## src/rtl/lat_pkg.sv

```systemverilog
package lat_pkg;
    localparam int TS_W  = 16;
    localparam int ID_W  = 8;
    localparam int HDR_W = 2 * ID_W + TS_W;

    typedef struct packed {
        logic [ID_W-1:0] src;
        logic [ID_W-1:0] dst;
        logic [TS_W-1:0] stamp;
    } hdr_t;

    typedef struct packed {
        logic [ID_W-1:0] src;
        logic [ID_W-1:0] dst;
    } pair_t;

    function automatic logic [TS_W-1:0] elapsed(input logic [TS_W-1:0] now,
                                                input logic [TS_W-1:0] sent);
        return now - sent;
    endfunction
endpackage

```

## src/rtl/lat_time_base.sv

```systemverilog
module lat_time_base #(
    parameter int W = 16
) (
    input  logic         clk,
    input  logic         rst,
    output logic [W-1:0] now
);
    always_ff @(posedge clk) begin
        if (rst) now <= '0;
        else     now <= now + 1'b1;
    end


    tick_step_chk: assert property (@(posedge clk) disable iff (rst)
        !$past(rst) |-> now == W'($past(now) + 1'b1));
endmodule

```

## src/rtl/lat_rx_meter.sv

```systemverilog
module lat_rx_meter
    import lat_pkg::*;
(
    input  logic            clk,
    input  logic            rst,
    input  logic [TS_W-1:0] now,
    input  logic            rx_valid,
    input  hdr_t            rx_hdr,
    input  logic [TS_W-1:0] limit,
    output logic            done,
    output logic [TS_W-1:0] latency,
    output logic            late,
    output logic            alarm_req,
    output pair_t           alarm_pair
);
    logic [TS_W-1:0] lat_now;
    logic            over;

    always_comb begin
        lat_now    = elapsed(now, rx_hdr.stamp);
        over       = lat_now > limit;
        alarm_req  = rx_valid && over;
        alarm_pair = '{src: rx_hdr.src, dst: rx_hdr.dst};
    end

    always_ff @(posedge clk) begin
        if (rst) begin
            done    <= 1'b0;
            latency <= '0;
            late    <= 1'b0;
        end else begin
            done    <= rx_valid;
            latency <= rx_valid ? lat_now : latency;
            late    <= rx_valid && over;
        end
    end


    accept_always_chk: assert property (@(posedge clk) disable iff (rst)
        rx_valid |=> done);

    late_needs_done_chk: assert property (@(posedge clk) disable iff (rst)
        late |-> done);
endmodule

```

## src/rtl/lat_alarm_queue.sv

```systemverilog
module lat_alarm_queue
    import lat_pkg::*;
#(
    parameter int DEPTH  = 4,
    parameter int DROP_W = 16
) (
    input  logic              clk,
    input  logic              rst,
    input  logic              push,
    input  pair_t             push_pair,
    input  logic              out_ready,
    output logic              out_valid,
    output pair_t             out_pair,
    output logic [DROP_W-1:0] drops
);
    localparam int PTR_W = $clog2(DEPTH);
    localparam int CNT_W = PTR_W + 1;

    pair_t            mem [DEPTH];
    logic [PTR_W-1:0] rd_ptr, wr_ptr;
    logic [CNT_W-1:0] count;
    logic [DEPTH-1:0] hit;
    logic             dup, full, take, lose, pop;

    for (genvar i = 0; i < DEPTH; i++) begin : g_slot
        logic [PTR_W-1:0] off;
        assign off    = PTR_W'(i) - rd_ptr;
        assign hit[i] = ({1'b0, off} < count) && (mem[i] == push_pair);
    end

    always_comb begin
        dup       = |hit;
        full      = count == CNT_W'(DEPTH);
        take      = push && !dup && !full;
        lose      = push && (dup || full);
        out_valid = count != '0;
        out_pair  = mem[rd_ptr];
        pop       = out_valid && out_ready;
    end

    always_ff @(posedge clk) begin
        if (rst) begin
            rd_ptr <= '0;
            wr_ptr <= '0;
            count  <= '0;
            drops  <= '0;
        end else begin
            if (take) wr_ptr <= wr_ptr + 1'b1;
            if (pop)  rd_ptr <= rd_ptr + 1'b1;
            count <= count + CNT_W'(take) - CNT_W'(pop);
            if (lose) drops <= drops + 1'b1;
        end
    end

    always_ff @(posedge clk) begin
        if (take) mem[wr_ptr] <= push_pair;
    end


    occupancy_bound_chk: assert property (@(posedge clk) disable iff (rst)
        count <= CNT_W'(DEPTH));

    hold_when_blocked_chk: assert property (@(posedge clk) disable iff (rst)
        out_valid && !out_ready |=> out_valid && $stable(out_pair));

    drop_cause_chk: assert property (@(posedge clk) disable iff (rst)
        !$past(rst) && drops != $past(drops) |-> $past(push));
endmodule

```

## src/rtl/pkt_latency_guard.sv

```systemverilog
module pkt_latency_guard
    import lat_pkg::*;
#(
    parameter int ALM_DEPTH = 4,
    parameter int DROP_W    = 16
) (
    input  logic              clk,
    input  logic              rst,
    input  logic              tx_in_valid,
    input  logic [HDR_W-1:0]  tx_in_hdr,
    output logic              tx_out_valid,
    output logic [HDR_W-1:0]  tx_out_hdr,
    input  logic              rx_valid,
    input  logic [HDR_W-1:0]  rx_hdr,
    input  logic [TS_W-1:0]   limit,
    output logic              rx_done,
    output logic [TS_W-1:0]   rx_latency,
    output logic              rx_late,
    output logic              alarm_valid,
    input  logic              alarm_ready,
    output logic [ID_W-1:0]   alarm_src,
    output logic [ID_W-1:0]   alarm_dst,
    output logic [DROP_W-1:0] drop_count
);
    logic [TS_W-1:0] now;
    hdr_t            tx_h, rx_h, tx_o;
    logic            req;
    pair_t           req_pair, head;

    lat_time_base #(.W(TS_W)) u_time (.clk(clk), .rst(rst), .now(now));

    always_comb begin
        tx_h         = hdr_t'(tx_in_hdr);
        tx_o         = tx_h;
        tx_o.stamp   = now;
        tx_out_hdr   = tx_o;
        tx_out_valid = tx_in_valid;
        rx_h         = hdr_t'(rx_hdr);
        alarm_src    = head.src;
        alarm_dst    = head.dst;
    end

    lat_rx_meter u_meter (
        .clk(clk), .rst(rst), .now(now), .rx_valid(rx_valid), .rx_hdr(rx_h),
        .limit(limit), .done(rx_done), .latency(rx_latency), .late(rx_late),
        .alarm_req(req), .alarm_pair(req_pair)
    );

    lat_alarm_queue #(.DEPTH(ALM_DEPTH), .DROP_W(DROP_W)) u_queue (
        .clk(clk), .rst(rst), .push(req), .push_pair(req_pair),
        .out_ready(alarm_ready), .out_valid(alarm_valid), .out_pair(head),
        .drops(drop_count)
    );


    alarm_follows_late_chk: assert property (@(posedge clk) disable iff (rst)
        rx_late |-> alarm_valid);
endmodule

```

## config.mk

```make
export PLATFORM = sky130hd
export DESIGN_NAME = pkt_latency_guard
export DESIGN_NICKNAME = d
export VERILOG_FILES = /design/src/rtl/lat_pkg.sv /design/src/rtl/lat_time_base.sv /design/src/rtl/lat_rx_meter.sv /design/src/rtl/lat_alarm_queue.sv /design/src/rtl/pkt_latency_guard.sv
export SDC_FILE = /design/constraint.sdc
export NUM_CORES = 1
export LEC_CHECK = 0
export ABC_AREA = 0
export BUFFER_PORTS_ARGS = -buffer_cell sky130_fd_sc_hd__buf_2
export CORE_ASPECT_RATIO = 1.25
export CORE_MARGIN = 5
export CORE_UTILIZATION = 40
export DETAILED_ROUTE_END_ITERATION = 6
export PLACE_DENSITY_LB_ADDON = 0.2
export SYNTH_ARGS = -nofsm -noshare
export SYNTH_HDL_FRONTEND = slang
export SYNTH_SLANG_ARGS = --single-unit
```

## constraint.sdc

```tcl
create_clock -name clk -period 4.4 [get_ports clk]
set_clock_uncertainty 0.05 [all_clocks]
set_input_delay 0.44 -clock clk [delete_from_list [all_inputs] [get_ports clk]]
set_output_delay 0.44 -clock clk [all_outputs]
set_load 0.02 [all_outputs]
```

# Yosys cells after proc, flatten, opt, wreduce, memory -nomap -nowiden
# Memories as Yosys holds them, arrays and structs flattened. A register that Yosys moved wholly into a read port is not among the register bits.
# Index checks and enable logic that the tools add are counted.
# totals
regBits,57
ramBits,64
inputBits,85
out_inout_bits,84
elab_cells,48
n_memories,1
# mem_list
memory,depth,word_bits,rd,rd_clocked_by_memory_dff,write_ports,line_no,text
u_queue.mem,4,16,5,1,1,lat_alarm_queue.sv:19,pair_t mem [DEPTH];
# classes
n_addsub,11
order_cmp,5
n_eq_ne,5
mux,4
n_reduce_logical,14
# op_table
cell,n
16-bit equality test,4
16-bit by 1-bit adder with 16-bit output (second input constant),2
16-bit greater-than comparator,1
16-bit subtractor,1
2-bit by 3-bit < comparator with 1-bit output,4
1-bit logical AND,9
2-bit by 1-bit adder with 2-bit output (second input constant),2
2-bit 2-to-1 mux,2
4-bit OR reduction,1
1-bit by 2-bit subtractor with 2-bit output (first input constant),2
2-bit subtractor (first input constant),2
3-bit by 1-bit adder with 3-bit output,1
3-bit equality test (second input constant),1
3-bit nonzero test,1
3-bit by 1-bit subtractor with 3-bit output,1
1-bit zero test,2
1-bit 2-to-1 mux,2
1-bit logical OR,1

# Logic depth before layout (Yosys ltp)
# Gate-level depths: netlist of run 1.
# logic_depth
ltp_word,9
depth_mapped,22
depth_no_buf,21

# Cells and area by module
# From an unflattened synthesis of run 1, not the netlist that was laid out.
# unflattened
cells_unflattened,695
area_unflattened_um2,7332.0
# modules_own_cells
mod,n_inst,cells_each,area_per_inst_um2,seq_area_each_um2
lat_alarm_queue,1,331,4414.2,2422.3
lat_rx_meter,1,266,2025.7,360.3
lat_time_base,1,81,764.5,320.3
pkt_latency_guard,1,17,127.6,0.0

# Least setup slack after synthesis of run 1
# OpenSTA, ideal clock, no wires.
# synth_path
path_kind,register to register
start,register u_time.now[0]
end,register u_queue.count[2]
setup_ns,0.128
arrival_time_ns,4.140
t_required_ns,4.222
path_slack_ns,0.083
path_stages_with_launch,23
path_buffers,1
period_less_slack_ns,4.317
cell_sequence,dfxtp_1 inv_1 ha_1 inv_1 fa_1 a211oi_1 nor2_1 o2111ai_1 a21boi_1 o21ai_0 nor2b_1 xnor2_1 ha_1 a21o_1 a21o_1 a211o_1 o211ai_2 nor2b_1 buf_2 ha_1 fa_1 xnor2_1 nor2_1
# synth_between
elab_chain_cells,7
# synth_lines
element,line_no,text
"start, declared",lat_time_base.sv:6,output logic [W-1:0] now
"start signal, assigned",lat_time_base.sv:10,else now <= now + 1'b1;
16-bit subtractor,lat_pkg.sv:19,return now - sent;
net u_meter.lat_now[12],lat_rx_meter.sv:16,logic [TS_W-1:0] lat_now;
16-bit greater-than comparator,lat_rx_meter.sv:21,over = lat_now > limit;
1-bit logical AND,lat_rx_meter.sv:22,alarm_req = rx_valid && over;
1-bit logical AND (2 in series),lat_alarm_queue.sv:34,take = push && !dup && !full;
net u_queue.take,lat_alarm_queue.sv:23,"logic dup, full, take, lose, pop;"
3-bit by 1-bit adder with 3-bit output,lat_alarm_queue.sv:50,count <= count + CNT_W'(take) - CNT_W'(pop);
3-bit by 1-bit subtractor with 3-bit output,lat_alarm_queue.sv:50,
"end signal, assigned",lat_alarm_queue.sv:50,
"end, declared",lat_alarm_queue.sv:21,logic [CNT_W-1:0] count;
# The timed path passes the listed nets, and every way through them passes these cells.
# A chain may end at the register's enable or synchronous reset.

# Worst setup path in the final report of run 1
# layout_path
start,register u_time.now[5]
end,register u_queue.count[2]
# layout_between
elab_chain_cells,7
# layout_lines
element,line_no
16-bit subtractor,lat_pkg.sv:19
net u_meter.lat_now[13],lat_rx_meter.sv:16
16-bit greater-than comparator,lat_rx_meter.sv:21
1-bit logical AND,lat_rx_meter.sv:22
1-bit logical AND (2 in series),lat_alarm_queue.sv:34
3-bit by 1-bit adder with 3-bit output,lat_alarm_queue.sv:50
3-bit by 1-bit subtractor with 3-bit output,lat_alarm_queue.sv:50
# The timed path passes the listed nets, and every way through them passes these cells.

==> results.cfg, run 1 <==
[worst_setup_path]
end_kind = register
crit_path_start_kind = register
startpoint = u_time.now[5]
reg2reg_slack_ns = 0.20
cp_max_fo = 4
critical_path_class = reg2reg
rr_endpoint = u_queue.count[2]
endpoint = u_queue.count[2]
required_ns = 4.62
critPathArrivalTime_ns = 4.42
timing.rr.start = u_time.now[5]
ff2ff_path_depth = 17

[clock_tree]
cts_tree = built
cts_buffer_depth = 2
clk_latency_ns = 0.42
clock_sinks = 123
cts-hold-fix-buffers = 0
cts_buffers = 17
clk_pin_slew_ns = 0.06
ctsHtreeMaxLevel = 4
clockRootBuffer = clkbuf_16

[die]
rows = 54
io_pins = 169
start_util_pct = 40.5
core_um2 = 17400
fp.dieH_um = 159
die-area_um2 = 20400
die_x_um = 129

[power_and_ir_drop]
ir_drop_v = 0.000269
p_per_area_nw_per_um2 = 403
leakagePower_uw = 0.00358

[routing]
drtAntennaViolNets = 0
drc = 0
wl_per_cell_um = 16.8
first_iter_violations = 273
vias_per_cell = 5.19
first_pass_iters = 5
wl_um = 17100
via_count = 5287

[timing]
slew_headroom_pct = 27.4
hold_viol = 0
setup_slack_ns = 0.201
worst_pin_slew_ns = 1.09
hold_slack_ns = 0.292
drv_slew = 0
fin_crit_ns = 4.20
max_freq_ghz = 0.238
min_period_over_period_pct = 95.4
grt_setup_unrepaired = true
setup_viol = 0

[logic_synthesis]
syn-cell-area_um2 = 7060
ys_ff_latch = 123
ys_seq_area_share_pct = 44.0
synthCells = 654
post_synth.cell_area_avg_um2 = 10.8
synth_cell_types = 57
synth.net_count = 784
yosysWarningCount = 0
ys.flop_type = edfxtp_1
async_flop_share_pct = 0
synth-edff-count = 64

[finish]
nFillCells = 1638
final_cell_area_um2 = 8590
diodes = 0
syn_to_final_growth_pct = 21.7
finish.utilization_pct = 49.3
layout-drive-gt1-share_pct = 27.6
fin_nets = 911

[place]
hpwlAfterDp_um = 12800
placed_cell_area_um2 = 7950
portBuffers = 118
place_ws_ns = -0.133
finalWeightedCongestion = 0.877

[global_route]
grt_max_degree = 41
grt_usage_pct = 17.0
grt.overflow.total = 0
antenna_found_initial = 0
grt_pass1_wl_um = 27200
grt_pass1_vias = 5495

[outcome]
status = finished clean

[run]
drv_cap = 0

[min_path]
holdCritPathClass = in2reg
whs_path_depth = 1
cell families (layout without fill, tap and decap cells):
family / Yosys count / count (layout) / share of synthesized area, %
mux: 40 / 40 / 8.72
fa+ha+maj: 45 / 45 / 8.19
xor+xnor: 93 / 93 / 11.5
compound gates: 67 / 67 / 6.52
flops: 123 / 123 / 44.0
simple gates: 200 / 200 / 15.2
buf+inv: 86 / 226 / 5.85
power by group:
group / switching [uW] / internal [uW] / total, uW
Sequential: 59.4 / 1270 / 1330
Combinational: 461 / 360 / 821
Clock: 481 / 825 / 1310
flip-flops by register name (all words and copies together), names as in the netlist, named ones only:
name / flops
u_meter.late: 1
u_queue.rd_ptr: 2
u_meter.latency: 16
u_queue.drops: 16
u_queue.wr_ptr: 2
u_queue.mem: 64
u_meter.done: 1
u_time.now: 16
u_queue.count: 3
layout by cell type, fill, tap and decap left out, types with 9 or more instances in the layout:
cell type | synthesis | routed
a21oi_1 | 19 | 19
and3_1 | 9 | 9
buf_2 | 3 | 118
buf_4 | 17 | 23
clkbuf_16 | 0 | 17
dfxtp_1 | 59 | 59
edfxtp_1 | 64 | 64
ha_1 | 43 | 43
inv_1 | 49 | 49
mux2_2 | 10 | 10
mux2i_1 | 12 | 12
mux4_2 | 16 | 16
nand2_1 | 15 | 15
nand2b_1 | 10 | 10
nand3_1 | 16 | 15
nand4_1 | 17 | 17
nor2_1 | 61 | 60
nor2b_1 | 19 | 18
nor4_1 | 18 | 14
o21ai_0 | 10 | 9
xnor2_1 | 44 | 43
xor2_1 | 49 | 49
per-layer routing:
| metal | vias to the layer above | wire length [um] | track usage [%] |
|---|---|---|---|
| li1 | 2569 | - | - |
| met1 | 2562 | 7070 | 19.7 |
| met2 | 136 | 8970 | 30.6 |
| met3 | 20 | 854 | 4.56 |
| met4 | 0 | 249 | 5.25 |
| met5 | - | 0 | 0 |
worst max-delay path, stage by stage (launching register included):
cell	delay (ns)
dfxtp_1	0.34
ha_1	0.23
or4_4	0.54
nand3b_1	0.23
nand3_2	0.12
a31oi_1	0.09
or2_2	0.30
xor2_1	0.15
ha_1	0.29
a21o_1	0.18
a21o_1	0.17
a211o_1	0.30
o211ai_2	0.19
nor2b_2	0.07
ha_1	0.21
fa_1	0.38
xnor2_1	0.15
nor2_1	0.05
layout make-up:
type	count	area, um^2	area share (%)
tap	224	280	3.26
sequential	123	3100	36.1
timing repair buffer	145	843	9.82
clock buffer	23	448	5.21
clock inverter	9	97.6	1.14
multi-input combinational	445	3630	42.3
inverter	49	184	2.14
cell usage after synthesis, drive strengths merged (17+ instances only):
cell type	instances	area (um^2)
ha	43	538
nor2b	19	119
inv	49	184
xnor2	44	385
dfxtp	59	1180
nor2	61	229
edfxtp	64	1920
xor2	49	429
a21oi	19	95.1
nand4	17	106
buf	25	184
nor4	18	113
metrics by stage:
stage | setup TNS (ns) | total power (uW) | cells
finish | 0 | 3460 | 1018
global route | -0.372 | 3640 | 1018
CTS | 0 | 3500 | 1016
detailed placement | -1.74 | 2180 | 984
global placement | -0.102 | 2160 | 984
floorplan | 0 | 1950 | 654
worst min path at each step:
stage	start	end	slack, ns
2_1_floorplan	u_queue.wr_ptr[1]	u_queue.wr_ptr[1]	0.43
3_3_place_gp	u_meter.latency[7]	u_meter.latency[7]	0.42
3_5_place_dp	u_meter.latency[10]	u_meter.latency[10]	0.43
4_1_cts	rx_hdr[27]	u_queue.mem[0][11]	0.28
5_1_grt	rx_hdr[27]	u_queue.mem[0][11]	0.28
6_report	rx_hdr[26]	u_queue.mem[3][10]	0.29
timing repair:
item,4_1_cts,5_1_grt
setup buffers,0,2
gates resized for setup,0,17
setup endpoints to repair,0,81
(Power assumes the default switching activity.)
==> run 2, diff against run 1 <==
--- a/config.mk
+++ b/config.mk
@@ -5,7 +5,7 @@
 export SDC_FILE = /design/constraint.sdc
 export NUM_CORES = 1
 export LEC_CHECK = 0
-export ABC_AREA = 0
+export ABC_AREA = 1
 export BUFFER_PORTS_ARGS = -buffer_cell sky130_fd_sc_hd__buf_2
 export CORE_ASPECT_RATIO = 1.25
 export CORE_MARGIN = 5
@@ -15,3 +15,4 @@
 export SYNTH_ARGS = -nofsm -noshare
 export SYNTH_HDL_FRONTEND = slang
 export SYNTH_SLANG_ARGS = --single-unit
+export TNS_END_PERCENT = 1
==> run 2 against run 1 <==
Against the previous run:
- sequential cell count is the same
- via count grew 24%
- critical path type unchanged
- highest routed layer unchanged
- count of clock-buffer cells in the layout shrank 5
- critical path depth grew 8
- critical endpoint unchanged
- power grew 8.2%
==> results.cfg, run 2 <==
[place]
finalWeightedCongestion = 0.824
hpwlAfterDp_um = 14400
portBuffers = 118

[logic_synthesis]
ys_ff_latch = 123
synthCells = 1016
ys_seq_area_share_pct = 39.7
synth.net_count = 1146
synth_cell_types = 46
syn-cell-area_um2 = 7810
post_synth.cell_area_avg_um2 = 7.69
synthTopCellsByCount = 215 x nand2_1, 155 x inv_1, 108 x nor2_1, 83 x a21oi_1, 64 x edfxtp_1
synth-edff-count = 64
synth.area.top_cells = edfxtp_1 25%, dfxtp_1 15%, nand2_1 10%
ys.flop_type = edfxtp_1
synthMostInstantiatedCell = nand2_1
yosysTopAreaCellShare_pct = 24.6
yosysWarningCount = 0
async_flop_share_pct = 0
synth_top_area_cell = edfxtp_1

[worst_setup_path]
cp_max_fo = 7
critPathArrivalTime_ns = 4.41
timing.rr.start = u_time.now[0]
startpoint = u_time.now[0]
rr_endpoint = u_queue.count[2]
endpoint = u_queue.count[2]
required_ns = 4.69
critical_path_class = reg2reg
end_kind = register
ff2ff_path_depth = 25
crit_path_start_kind = register
reg2reg_slack_ns = 0.28

[power_and_ir_drop]
ir_drop_v = 0.000254
p_total_uw = 3740
leakagePower_uw = 0.00433
p_per_area_nw_per_um2 = 410

[timing]
grt_setup_unrepaired = false
drv_slew = 0
slew_headroom_pct = 36.0
tns_ns = 0
max_freq_ghz = 0.243
min_period_over_period_pct = 93.7
fin_crit_ns = 4.12
setup_viol = 0
worst_pin_slew_ns = 0.959
hold_viol = 0

[die]
io_pins = 169
die-area_um2 = 22400
fp.dieH_um = 166
die_x_um = 135
core_um2 = 19300
rows = 57
start_util_pct = 40.4

[global_route]
grt.overflow.total = 0
grt_usage_pct = 17.7
grt_pass1_vias = 6440
grt_pass1_wl_um = 31800
grt_max_degree = 45
antenna_found_initial = 0

[run]
drv_cap = 0

[routing]
wl_per_cell_um = 13.9
wl_um = 19400
via_count = 6557
first_pass_iters = 5
drc = 0
first_iter_violations = 228
vias_per_cell = 4.70
drtAntennaViolNets = 0

[finish]
final_common_cell = nand2_1
diodes = 0
final_cell_mix = 215 x nand2_1, 155 x inv_1, 118 x buf_2
finish.utilization_pct = 47.3
layout-drive-gt1-share_pct = 17.0
syn_to_final_growth_pct = 16.9
largest-register = u_queue.mem
largest_register_ffs = 64
fin_nets = 1247

[clock_tree]
clk_pin_slew_ns = 0.06
cts_tree = built
clk_latency_ns = 0.42
cts_buffer_depth = 2
cts_buffers = 17
clock_sinks = 123
clockRootBuffer = clkbuf_16
ctsHtreeMaxLevel = 4

[min_path]
holdCritPathClass = in2reg
whs_path_depth = 1

[outcome]
status = finished clean
-- run 2: cell types whose count changed after synthesis, moves of 19 or more --
cell | previous run | this run
nor2_1 | 61 | 108
nand3_1 | 16 | 47
inv_1 | 49 | 155
xor2_1 | 49 | 26
a21oi_1 | 19 | 83
nand2_1 | 15 | 215
nor2b_1 | 19 | 0
o21ai_0 | 10 | 51
-- run 2: cell families after synthesis --
family / after synthesis / share of synthesized area, %
AND/OR/NAND/NOR: 417 / 22.7
flip-flops: 123 / 39.7
adder cells (fa/ha/maj): 45 / 7.40
buffers and inverters: 205 / 11.6
AO/OA/AOI/OAI: 161 / 11.3
XOR/XNOR: 65 / 7.29
-- run 2: worst max-delay path: stages (launching register included) --
cell	delay, ns
dfxtp_1	0.34
inv_1	0.08
ha_1	0.14
inv_1	0.06
fa_1	0.40
nand3_1	0.10
nand2_1	0.11
a21oi_2	0.18
nor2_1	0.09
nand3_1	0.07
nand2_1	0.07
xor2_1	0.16
ha_1	0.29
nand2_1	0.07
nor2_1	0.19
nand2_1	0.09
nor3_2	0.14
a21oi_1	0.10
nand2_2	0.13
inv_2	0.06
nand3_4	0.10
inv_1	0.05
ha_1	0.20
fa_1	0.37
or2_2	0.30
a21oi_1	0.12
-- run 2: through the flow --
stage | setup WS [ns] | hold slack, ns | area (um^2) | cells
floorplan | 0.300 | 0.440 | 7810 | 1016
global placement | 0.166 | 0.409 | 8550 | 1363
detailed placement | 0.0981 | 0.420 | 8550 | 1363
CTS | 0.197 | 0.241 | 9130 | 1395
global route | 0.0256 | 0.250 | 9130 | 1395
finish | 0.278 | 0.260 | 9130 | 1395
-- run 2: timing repair --
item,in CTS,in global routing
hold buffers,0,0
buffers inserted,0,0
setup endpoints to repair,0,1
resized for setup,0,1
-- run 2: layer usage --
layer  routed length (um)  part of all wire (%)  GRT usage (%)
met1                 8090                    42           20.0
met2                10000                    51           32.1
met3                  935                   4.8           5.03
met4                  413                   2.1           5.44
met5                    0                     0              0
-- run 2: area by class of cell --
cell class / count / area [um^2]
clock inverter: 14 / 154
timing repair buffer: 127 / 708
tap: 265 / 332
inverter: 160 / 601
sequential: 123 / 3100
fill: 1991 / 10200
multi-input combinational: 688 / 3810
clock buffer: 18 / 429
-- run 2: worst min path at each step --
stage,start,end
finish,rx_hdr[19],u_queue.mem[2][3]
global route,rx_hdr[19],u_queue.mem[2][3]
CTS,rx_hdr[19],u_queue.mem[2][3]
detailed placement,u_time.now[0],u_time.now[0]
global placement,u_time.now[0],u_time.now[0]
floorplan,u_queue.rd_ptr[1],register
-- run 2: power by group --
| part | switching, uW | leakage, uW | internal (uW) |
|---|---|---|---|
| sequential | 49.4 | 0.00106 | 1280 |
| combinational | 676 | 0.00299 | 343 |
| clock | 516 | 0.000270 | 879 |
| total | 1240 | 0.00433 | 2500 |
==> run 3, diff against run 2 <==
--- a/config.mk
+++ b/config.mk
@@ -5,11 +5,12 @@
 export SDC_FILE = /design/constraint.sdc
 export NUM_CORES = 1
 export LEC_CHECK = 0
-export ABC_AREA = 1
+export ABC_AREA = 0
 export BUFFER_PORTS_ARGS = -buffer_cell sky130_fd_sc_hd__buf_2
 export CORE_ASPECT_RATIO = 1.25
 export CORE_MARGIN = 5
 export CORE_UTILIZATION = 40
+export CTS_BUF_LIST = sky130_fd_sc_hd__clkbuf_8
 export DETAILED_ROUTE_END_ITERATION = 6
 export PLACE_DENSITY_LB_ADDON = 0.2
 export SYNTH_ARGS = -nofsm -noshare
==> run 3 against run 2 <==
Against the previous run:
- register-to-register slack got worse by 0.12 ns
- non-clock buffer count rose by 17
- combinational power fell by 20%
- hold slack improved by 0.0088 ns
- maximum frequency fell by 2.7%
- worst setup slack got worse by 0.12 ns
- utilization rose by 0.72 points
- sequential share of layout area rose by 3.1 points
- die area fell by 9.0%
- final cell count fell by 27%
- highest routed layer unchanged
==> results.cfg, run 3 (synthesis results as in run 1) <==
[worst_setup_path]
critical_path_class = reg2reg
cp_max_fo = 4
rr_endpoint = u_queue.count[2]
timing.rr.start = u_time.now[5]
crit_path_start_kind = register
end_kind = register
critPathArrivalTime_ns = 4.48
required_ns = 4.64
reg2reg_slack_ns = 0.16
ff2ff_path_depth = 17

[power_and_ir_drop]
leakagePower_uw = 0.00351
p_per_area_nw_per_um2 = 366
ir_drop_v = 0.000175
p_total_uw = 3060

[die]
io_pins = 169
die-area_um2 = 20400
start_util_pct = 40.5
die_x_um = 129
rows = 54
core_um2 = 17400
fp.dieH_um = 159

[clock_tree]
cts-hold-fix-buffers = 0
clockRootBuffer = clkbuf_8
ctsHtreeMaxLevel = 4
cts_tree = built
clk_latency_ns = 0.44
clk_pin_slew_ns = 0.07
cts_buffer_depth = 2
cts_buffers = 17
clock_sinks = 123

[timing]
setup_viol = 0
hold_viol = 0
setup_slack_ns = 0.163
drv_slew = 0
min_period_over_period_pct = 96.3
slew_headroom_pct = 26.8
hold_slack_ns = 0.269
fin_crit_ns = 4.24
worst_pin_slew_ns = 1.09
max_freq_ghz = 0.236
grt_setup_unrepaired = true

[min_path]
whs_path_depth = 1
min_to = u_queue.mem[3][10]
hp-start = rx_hdr[26]
holdCritPathClass = in2reg

[finish]
diodes = 0
final_cell_mix = 118 x buf_2, 64 x edfxtp_1, 61 x nor2_1
largest_register_ffs = 64
finish.utilization_pct = 48.0
final_cells = 1017
largest-register = u_queue.mem
layout-drive-gt1-share_pct = 27.0
syn_to_final_growth_pct = 18.5
fin_nets = 910
final_common_cell = buf_2

[routing]
wl_um = 16900
wl_per_cell_um = 16.6
drc = 0
vias_per_cell = 5.14
first_pass_iters = 4
drtAntennaViolNets = 0
first_iter_violations = 305
via_count = 5228

[place]
finalWeightedCongestion = 0.877
portBuffers = 118
dpl.cell_count = 984
place_ws_ns = -0.133
hpwlAfterDp_um = 12800

[global_route]
grt_pass1_vias = 5473
antenna_found_initial = 0
grt_usage_pct = 16.9
grt.overflow.total = 0
grt_pass1_wl_um = 27000
grt_max_degree = 41

[run]
drv_cap = 0

[outcome]
status = finished clean
run 3: changes by cell type in the layout (fill, tap and decap cells not counted), sizes merged, moves of 34 or more:
| cell | previous run | this run |
|---|---|---|
| a21oi | 93 | 19 |
| inv | 159 | 55 |
| nand2 | 228 | 15 |
| nand3 | 50 | 16 |
| nor2 | 109 | 61 |
| o21ai | 51 | 11 |
run 3: worst max path at each step:
| stage | from | to | slack (ns) | cells past startpoint |
|---|---|---|---|---|
| finish | u_time.now[5] | u_queue.count[2] | 0.16 | 17 |
| global route | u_time.now[5] | u_queue.count[2] | -0.1 | 18 |
| CTS | u_time.now[0] | u_queue.count[2] | 0.003 | 21 |
| detailed placement | rx_hdr[0] | u_queue.count[2] | -0.13 | 21 |
| global placement | rx_hdr[0] | u_queue.count[2] | -0.05 | 21 |
| floorplan | u_time.now[0] | u_queue.count[2] | 0.08 | 22 |
run 3: critical path: stages, from the launching register on:
cell      delay [ns]
dfxtp_1         0.35
ha_1            0.22
or4_1           0.55
nand3b_1        0.24
nand3_2         0.11
a31oi_1         0.09
or2_2           0.30
xor2_1          0.15
ha_1            0.29
a21o_1          0.18
a21o_1          0.17
a211o_1         0.30
o211ai_2        0.19
nor2b_2         0.07
ha_1            0.21
fa_1            0.38
xnor2_1         0.17
nor2_1          0.05
run 3: layout make-up:
| class | instances | area [um^2] |
|---|---|---|
| fill | 1669 | 9070 |
| multi-input combinational | 445 | 3610 |
| sequential | 123 | 3100 |
| timing repair buffer | 144 | 836 |
| tap | 224 | 280 |
| clock buffer | 17 | 234 |
| inverter | 49 | 184 |
| clock inverter | 15 | 120 |
run 3: repair_timing:
item,CTS,global route
resized for setup,0,11
endpoints found under the hold margin,0,0
endpoints found under the setup margin,0,81
setup buffers,0,1
run 3: where the power goes:
group	switching (uW)	internal, uW	total [uW]	leakage, uW
clock	428	482	910	0.000199
sequential	58.6	1270	1330	0.00106
combinational	459	358	817	0.00225
total	946	2110	3060	0.00351
run 3: routing by layer:
metal | up-vias | GRT usage, % | share of wire [%] | wire length [um]
li1 | 2562 | - | - | -
met5 | - | 0 | 0 | 0
met2 | 130 | 30.4 | 53 | 8960
met4 | 0 | 4.75 | 0.78 | 131
met3 | 9 | 4.93 | 5.1 | 858
met1 | 2527 | 19.6 | 41 | 6940
run 3: through the flow:
step	cell area (um^2)	setup TNS, ns
after floorplan	7060	0
after global placement	7950	-0.102
after detailed placement	7950	-1.74
after CTS	8300	0
after global routing	8360	-0.767
final	8360	0
